**src/rtl/gpio_bank_pkg.sv**
```systemverilog
package gpio_bank_pkg;
  localparam int BANK_PINS = 32;
  localparam int OFS_W     = 9;

  localparam logic [OFS_W-1:0] OFS_DIN   = 9'h000;
  localparam logic [OFS_W-1:0] OFS_DOUT  = 9'h004;
  localparam logic [OFS_W-1:0] OFS_OE    = 9'h008;
  localparam logic [OFS_W-1:0] OFS_LVL   = 9'h00C;
  localparam logic [OFS_W-1:0] OFS_DUAL  = 9'h010;
  localparam logic [OFS_W-1:0] OFS_POL   = 9'h014;
  localparam logic [OFS_W-1:0] OFS_MASK  = 9'h018;
  localparam logic [OFS_W-1:0] OFS_RAW   = 9'h01C;
  localparam logic [OFS_W-1:0] OFS_MSTAT = 9'h020;
  localparam logic [OFS_W-1:0] OFS_CLR   = 9'h024;
  localparam logic [OFS_W-1:0] OFS_PSEL  = 9'h034;
  localparam logic [OFS_W-1:0] OFS_PEN   = 9'h038;

  typedef struct packed {
    logic [BANK_PINS-1:0] dout;
    logic [BANK_PINS-1:0] oe;
    logic [BANK_PINS-1:0] lvl;
    logic [BANK_PINS-1:0] dual;
    logic [BANK_PINS-1:0] pol;
    logic [BANK_PINS-1:0] mask;
    logic [BANK_PINS-1:0] psel;
    logic [BANK_PINS-1:0] pen;
  } bank_cfg_t;

  function automatic logic ofs_known(input logic [OFS_W-1:0] o);
    case (o)
      OFS_DIN, OFS_DOUT, OFS_OE, OFS_LVL, OFS_DUAL, OFS_POL, OFS_MASK,
      OFS_RAW, OFS_MSTAT, OFS_CLR, OFS_PSEL, OFS_PEN: return 1'b1;
      default: return 1'b0;
    endcase
  endfunction

  function automatic logic irq_hit(input logic lvl, input logic dual,
                                   input logic pol, input logic cur,
                                   input logic prv);
    if (lvl)       return pol ? cur : ~cur;
    else if (dual) return cur ^ prv;
    else if (pol)  return cur & ~prv;
    else           return ~cur & prv;
  endfunction
endpackage

```
**src/rtl/gpio_sync.sv**
```systemverilog
module gpio_sync #(
  parameter int W = 32
) (
  input  logic         clk,
  input  logic         rst,
  input  logic [W-1:0] async_in,
  output logic [W-1:0] sync_out
);
  logic [W-1:0] stage1_q;

  always_ff @(posedge clk) begin
    if (rst) begin
      stage1_q <= '0;
      sync_out <= '0;
    end else begin
      stage1_q <= async_in;
      sync_out <= stage1_q;
    end
  end
endmodule

```
**src/rtl/gpio_irq_detect.sv**
```systemverilog
module gpio_irq_detect #(
  parameter int W = 32
) (
  input  logic         clk,
  input  logic         rst,
  input  logic [W-1:0] level_in,
  input  logic [W-1:0] cfg_lvl,
  input  logic [W-1:0] cfg_dual,
  input  logic [W-1:0] cfg_pol,
  input  logic [W-1:0] cfg_mask,
  input  logic [W-1:0] clr_vec,
  output logic [W-1:0] raw_q,
  output logic [W-1:0] masked
);
  import gpio_bank_pkg::*;

  logic [W-1:0] prev_q;
  logic [W-1:0] set_vec;

  always_ff @(posedge clk) begin
    if (rst) prev_q <= '0;
    else     prev_q <= level_in;
  end

  for (genvar i = 0; i < W; i++) begin : g_pin
    always_comb set_vec[i] = irq_hit(cfg_lvl[i], cfg_dual[i], cfg_pol[i],
                                     level_in[i], prev_q[i]);
  end

  always_ff @(posedge clk) begin
    if (rst) raw_q <= '0;
    else     raw_q <= (raw_q & ~clr_vec) | set_vec;
  end

  assign masked = raw_q & cfg_mask;


  clr_effect_chk: assert property (@(posedge clk) disable iff (rst)
    ((clr_vec & ~set_vec) != '0) |=> ((raw_q & $past(clr_vec & ~set_vec)) == '0));


  set_wins_chk: assert property (@(posedge clk) disable iff (rst)
    (set_vec != '0) |=> ((raw_q & $past(set_vec)) == $past(set_vec)));


  raw_rise_chk: assert property (@(posedge clk) disable iff (rst)
    ((raw_q & ~$past(raw_q) & ~$past(set_vec)) == '0));
endmodule

```
**src/rtl/gpio_bank.sv**
```systemverilog
module gpio_bank
  import gpio_bank_pkg::*;
(
  input  logic                 clk,
  input  logic                 rst,
  input  logic                 wr_en,
  input  logic [OFS_W-1:0]     ofs,
  input  logic [31:0]          wdata,
  input  logic [BANK_PINS-1:0] pin_in,
  output logic [31:0]          rd_word,
  output logic [BANK_PINS-1:0] pin_out,
  output logic [BANK_PINS-1:0] pin_oe,
  output logic [BANK_PINS-1:0] pull_up,
  output logic [BANK_PINS-1:0] pull_dn,
  output logic [BANK_PINS-1:0] masked
);
  bank_cfg_t            cfg_q;
  logic [BANK_PINS-1:0] pin_sync;
  logic [BANK_PINS-1:0] raw;
  logic [BANK_PINS-1:0] clr_vec;

  always_ff @(posedge clk) begin
    if (rst) begin
      cfg_q <= '0;
    end else if (wr_en) begin
      case (ofs)
        OFS_DOUT: cfg_q.dout <= wdata;
        OFS_OE:   cfg_q.oe   <= wdata;
        OFS_LVL:  cfg_q.lvl  <= wdata;
        OFS_DUAL: cfg_q.dual <= wdata;
        OFS_POL:  cfg_q.pol  <= wdata;
        OFS_MASK: cfg_q.mask <= wdata;
        OFS_PSEL: cfg_q.psel <= wdata;
        OFS_PEN:  cfg_q.pen  <= wdata;
        default: ;
      endcase
    end
  end

  always_ff @(posedge clk) begin
    if (rst) begin
      pull_up <= '0;
      pull_dn <= '0;
    end else begin
      pull_up <= cfg_q.pen & cfg_q.psel;
      pull_dn <= cfg_q.pen & ~cfg_q.psel;
    end
  end

  assign pin_out = cfg_q.dout;
  assign pin_oe  = cfg_q.oe;
  assign clr_vec = (wr_en && ofs == OFS_CLR) ? wdata : '0;

  gpio_sync #(.W(BANK_PINS)) u_sync (
    .clk      (clk),
    .rst      (rst),
    .async_in (pin_in),
    .sync_out (pin_sync)
  );

  gpio_irq_detect #(.W(BANK_PINS)) u_det (
    .clk      (clk),
    .rst      (rst),
    .level_in (pin_sync),
    .cfg_lvl  (cfg_q.lvl),
    .cfg_dual (cfg_q.dual),
    .cfg_pol  (cfg_q.pol),
    .cfg_mask (cfg_q.mask),
    .clr_vec  (clr_vec),
    .raw_q    (raw),
    .masked   (masked)
  );

  always_comb begin
    case (ofs)
      OFS_DIN:   rd_word = pin_sync;
      OFS_DOUT:  rd_word = cfg_q.dout;
      OFS_OE:    rd_word = cfg_q.oe;
      OFS_LVL:   rd_word = cfg_q.lvl;
      OFS_DUAL:  rd_word = cfg_q.dual;
      OFS_POL:   rd_word = cfg_q.pol;
      OFS_MASK:  rd_word = cfg_q.mask;
      OFS_RAW:   rd_word = raw;
      OFS_MSTAT: rd_word = masked;
      OFS_PSEL:  rd_word = cfg_q.psel;
      OFS_PEN:   rd_word = cfg_q.pen;
      default:   rd_word = '0;
    endcase
  end


  pull_excl_chk: assert property (@(posedge clk) disable iff (rst)
    ((pull_up & pull_dn) == '0));
endmodule

```
**src/rtl/banked_gpio.sv**
```systemverilog
module banked_gpio
  import gpio_bank_pkg::*;
#(
  parameter  int NUM_BANKS = 2,
  localparam int BANK_W    = (NUM_BANKS > 1) ? $clog2(NUM_BANKS) : 1,
  localparam int ADDR_W    = BANK_W + OFS_W,
  localparam int NPINS     = NUM_BANKS * BANK_PINS
) (
  input  logic              clk,
  input  logic              rst,
  input  logic [ADDR_W-1:0] bus_addr,
  input  logic              bus_we,
  input  logic [31:0]       bus_wdata,
  output logic [31:0]       bus_rdata,
  input  logic [NPINS-1:0]  gpio_in,
  output logic [NPINS-1:0]  gpio_out,
  output logic [NPINS-1:0]  gpio_oe,
  output logic [NPINS-1:0]  pad_pull_up,
  output logic [NPINS-1:0]  pad_pull_dn,
  output logic              irq
);
  logic [BANK_W-1:0] bank_idx;
  logic [OFS_W-1:0]  ofs;
  logic              map_hit;
  logic [31:0]       bank_rd [NUM_BANKS];
  logic [NPINS-1:0]  masked_all;
  logic [31:0]       rd_next;

  assign bank_idx = bus_addr[ADDR_W-1:OFS_W];
  assign ofs      = bus_addr[OFS_W-1:0];
  assign map_hit  = (32'(bank_idx) < NUM_BANKS) && ofs_known(ofs);

  for (genvar b = 0; b < NUM_BANKS; b++) begin : g_bank
    logic sel;
    assign sel = map_hit && (32'(bank_idx) == b);

    gpio_bank u_bank (
      .clk     (clk),
      .rst     (rst),
      .wr_en   (sel && bus_we),
      .ofs     (ofs),
      .wdata   (bus_wdata),
      .pin_in  (gpio_in[b*BANK_PINS +: BANK_PINS]),
      .rd_word (bank_rd[b]),
      .pin_out (gpio_out[b*BANK_PINS +: BANK_PINS]),
      .pin_oe  (gpio_oe[b*BANK_PINS +: BANK_PINS]),
      .pull_up (pad_pull_up[b*BANK_PINS +: BANK_PINS]),
      .pull_dn (pad_pull_dn[b*BANK_PINS +: BANK_PINS]),
      .masked  (masked_all[b*BANK_PINS +: BANK_PINS])
    );
  end

  always_comb begin
    rd_next = '0;
    for (int b = 0; b < NUM_BANKS; b++)
      if (map_hit && 32'(bank_idx) == b) rd_next = bank_rd[b];
  end

  always_ff @(posedge clk) begin
    if (rst) begin
      bus_rdata <= '0;
      irq       <= 1'b0;
    end else begin
      bus_rdata <= rd_next;
      irq       <= |masked_all;
    end
  end


  unmapped_chk: assert property (@(posedge clk) disable iff (rst)
    !map_hit |=> (bus_rdata == '0));


  irq_src_chk: assert property (@(posedge clk) disable iff (rst)
    $rose(irq) |-> $past(masked_all != '0));
endmodule

```
**config.mk**
```make
export PLATFORM = sky130hd
export DESIGN_NAME = banked_gpio
export DESIGN_NICKNAME = d
export VERILOG_FILES = /design/src/rtl/gpio_bank_pkg.sv /design/src/rtl/gpio_sync.sv /design/src/rtl/gpio_irq_detect.sv /design/src/rtl/gpio_bank.sv /design/src/rtl/banked_gpio.sv
export SDC_FILE = /design/constraint.sdc
export NUM_CORES = 2
export LEC_CHECK = 0
export BUFFER_PORTS_ARGS = -buffer_cell sky130_fd_sc_hd__buf_2
export CELL_PAD_IN_SITES_DETAIL_PLACEMENT = 0
export CELL_PAD_IN_SITES_GLOBAL_PLACEMENT = 1
export CORE_MARGIN = 5
export CORE_UTILIZATION = 47
export CTS_BUF_LIST = sky130_fd_sc_hd__clkbuf_4 sky130_fd_sc_hd__clkbuf_8
export CTS_CLUSTER_DIAMETER = 100
export CTS_CLUSTER_SIZE = 25
export DETAILED_ROUTE_END_ITERATION = 7
export PLACE_DENSITY_LB_ADDON = 0.25
export SYNTH_ARGS = -nofsm -noshare
export SYNTH_HDL_FRONTEND = slang
export SYNTH_HIERARCHICAL = 1
export SYNTH_SLANG_ARGS = --single-unit
```
**constraint.sdc**
```tcl
create_clock -name clk -period 3 [get_ports clk]
set_input_delay 0.6 -clock clk [delete_from_list [all_inputs] [get_ports clk]]
set_output_delay 0.6 -clock clk [all_outputs]
set_load 0.01 [all_outputs]
```
==> results.md <==
* Status: completed
* R2R Setup Slk at 0.86 ns
* Syn_area_per_cell at 8.60 sq um
* Cell with the most instances after synthesis: nand2_1
* Initial antenna violation count at 5
* Sequential element share of the synthesized area at 0.437
* Reg2reg end: irq
* Final Wtd Congestion at 0.989
* Least-Margin Pin Slew at 1.48 ns
* Reg2reg start: g_bank[0].u_bank/u_det/raw_q[1]
* Core Region at 0.0899 sq mm
* EDFF count, synth at 0
* R2r worst-path depth at 5
* Starting density of the core at 0.473
* Vias per cell at 5.79
* Clock Tree Root: clkbuf_8
* Core Util, Final at 0.516
* ANT nets after route at 0
* Vias at 36.5k
* Total GRT Usage at 0.317
* Max_cap viols at 0
* Die span in x at 311 microns
* Origin of the worst setup path: bus_addr[5]
* Setup TNS Final at 0 ns
* Num CTS Buffers at 44
* Final Hold Viols at 0
* Synth async-reset ratio at 0
* # rows at 110
* Max Slew Vio Count at 0
* WP data arrival at 2.95 ns
* Post-DP HPWL at 117,000 microns
* Wirelength per Cell at 25.6 microns
* Post-route insts no fill at 6,302
* Final Power at 0.0196 W
* Critical path class: input pin to flip-flop
* Top FF cell, synth: dfxtp_1
* CTS resizes at 0
* CTS max path bufs at 3
* Yosys warnings at 6
* Period minus WS final at 2.29 ns
* Fraction of layout cells with a size suffix above 1 at 0.192
* Vias in the first global route at 34.7k
* Worst hold-check path type: input pin to flip-flop
* Clock sinks at 929
* Area Overhead vs Synth at 9.02%
* DRC violations left at 0
* H-tree levels at 2
* Clock skew at 0.0565 ns
* Power Dens Cells at 422 mW/mm^2
* Mapped Area at 0.0425 sq mm
* TritonCTS clock tree: done
* Critical Path Fanout Max at 10
* Final net count at 5,355
* Slew margin rel. at 0.0100
* Chip Height at 311 microns
* WP data required at 3.66 ns
* # setup viols final at 0
* Total die area at 0.0966 sq mm
* DP Cell Count at 6,248
* Fin crit share at 0.762
* Leak pwr at 17.5 nW
* Mapped Nets at 5,181
* Setup crit end: bus_rdata[1]
* Crit path launch type: input pin
* Maximum vdd ir drop at 0.000326 V
* Synth area leaders: dfxtp_1 (44%), nand2_1 (9.7%), a21oi_1 (7.2%)
* Pin count of the biggest net entering global routing at 86
* Clock Pin Slew Worst Setup and Hold Paths at 0.15 ns
* Fill cells at 8,637
* Clock latency on the worst-skew pair at 0.75 ns
* Synth Register Bits at 929
* CTS Hold Bufs at 0
* Initial drt markers at 3,887
* IO Port Bufs at 397
* Critical Path End Type: flip-flop
* Most frequent cells after synthesis: nand2_1 (1,103), dfxtp_1 (929), a21oi_1 (615)
* Ports at 398
* RSZ-0062 raised after global routing: no
* Mapped Cells at 4,944
* First-pass GRT wire length at 235,000 microns
* Post-CTS setup buffer count at 0
* Total grt overflow at 0
* Synth unique cells at 58
* Fmax at 437 MHz
* Final wirelength at 161,000 microns
* DR pass1 iterations at 5
* Cell taking the most area after synthesis: dfxtp_1
* Yosys top cell area share at 0.437
where the power goes:
part | total, W | switching [W] | internal, W
clock | 0.00550 | 0.00398 | 0.00152
sequential | 0.0126 | 0.000115 | 0.0125
combinational | 0.00150 | 0.000990 | 0.000505
total | 0.0196 | 0.00508 | 0.0145
metal layers:
| metal | share of wire | global-route usage |
|---|---|---|
| met1 | 0.42 | 0.432 |
| met2 | 0.46 | 0.518 |
| met3 | 0.082 | 0.0486 |
| met4 | 0.039 | 0.109 |
| met5 | 0 | 0 |
registers in the layout, summed over array words and instances (netlist names):
name and flops:
bus_rdata 32, g_bank.u_bank/u_sync/sync_out 64, g_bank.u_bank/u_sync/stage1_q 64, g_bank.u_bank/pin_oe 64
g_bank.u_bank/pull_dn 64, g_bank.u_bank/pull_up 64, g_bank.u_bank/cfg_q 384, g_bank.u_bank/u_det/prev_q 64
g_bank.u_bank/pin_out 64, g_bank.u_bank/u_det/raw_q 64, irq 1
cells in the final DEF (no fill, tap or decap), types with 76 or more instances in the layout:
master,count
a21oi_1,615
a22oi_1,126
and2_1,136
buf_2,392
buf_4,198
dfxtp_1,929
ha_1,128
inv_1,131
mux2_2,88
mux2i_1,92
nand2_1,1103
nor2_1,110
nor2b_1,76
nor2b_2,124
o21ai_0,92
o21ai_1,78
critical path, cell delays in order:
cell and delay, ns:
buf_4 0.14, nor2b_1 1.14, buf_4 0.29, a22o_1 0.16
a22oi_1 0.07, o21ai_0 0.33, a22o_1 0.20
how the worst min path moves through the flow:
stage	slack (ns)	cells past startpoint	start	to
6_report	0.05	2	gpio_in[62]	g_bank[1].u_bank/u_sync/stage1_q[30]
5_1_grt	0.02	2	gpio_in[47]	g_bank[1].u_bank/u_sync/stage1_q[15]
4_1_cts	0.01	2	gpio_in[62]	g_bank[1].u_bank/u_sync/stage1_q[30]
3_5_place_dp	0.42	1	g_bank[0].u_bank/u_sync/stage1_q[17]	g_bank[0].u_bank/u_sync/sync_out[17]
3_3_place_gp	0.42	1	g_bank[0].u_bank/u_sync/stage1_q[11]	g_bank[0].u_bank/u_sync/sync_out[11]
2_1_floorplan	0.41	1	g_bank[0].u_bank/u_sync/stage1_q[29]	g_bank[0].u_bank/u_sync/sync_out[29]
per-stage QoR:
step	setup WS (ns)	instance area [sq um]	hold WS, ns
after floorplan	0.603	42500	0.414
after global placement	0.00565	45600	0.419
after detailed placement	0.0470	45600	0.420
after CTS	0.837	46400	0.0107
after global routing	0.744	46400	0.0247
final	0.713	46400	0.0462
cell families (layout without fill, tap and decap cells):
group | Yosys count | in the layout | synth area share
other cells | 0 | 3 | 0
fa+ha+maj | 128 | 128 | 0.0377
mux | 226 | 226 | 0.0693
flops | 929 | 929 | 0.437
xor+xnor | 65 | 65 | 0.0136
simple gates | 1848 | 1848 | 0.214
compound gates | 1113 | 1113 | 0.153
buf+inv | 635 | 814 | 0.0751
layout make-up:
cell class                 instances  area, sq um  share of cell area
sequential                       929        18600               0.401
clock inverter                     5         82.6             0.00178
tap                             1176         1470              0.0317
clock buffer                      46          633              0.0137
antenna                            3         7.51            0.000162
inverter                         131          492              0.0106
multi-input combinational       3380        20800               0.449
timing repair buffer             632         4280              0.0922
No activity file was read; power rests on OpenSTA's default activity.
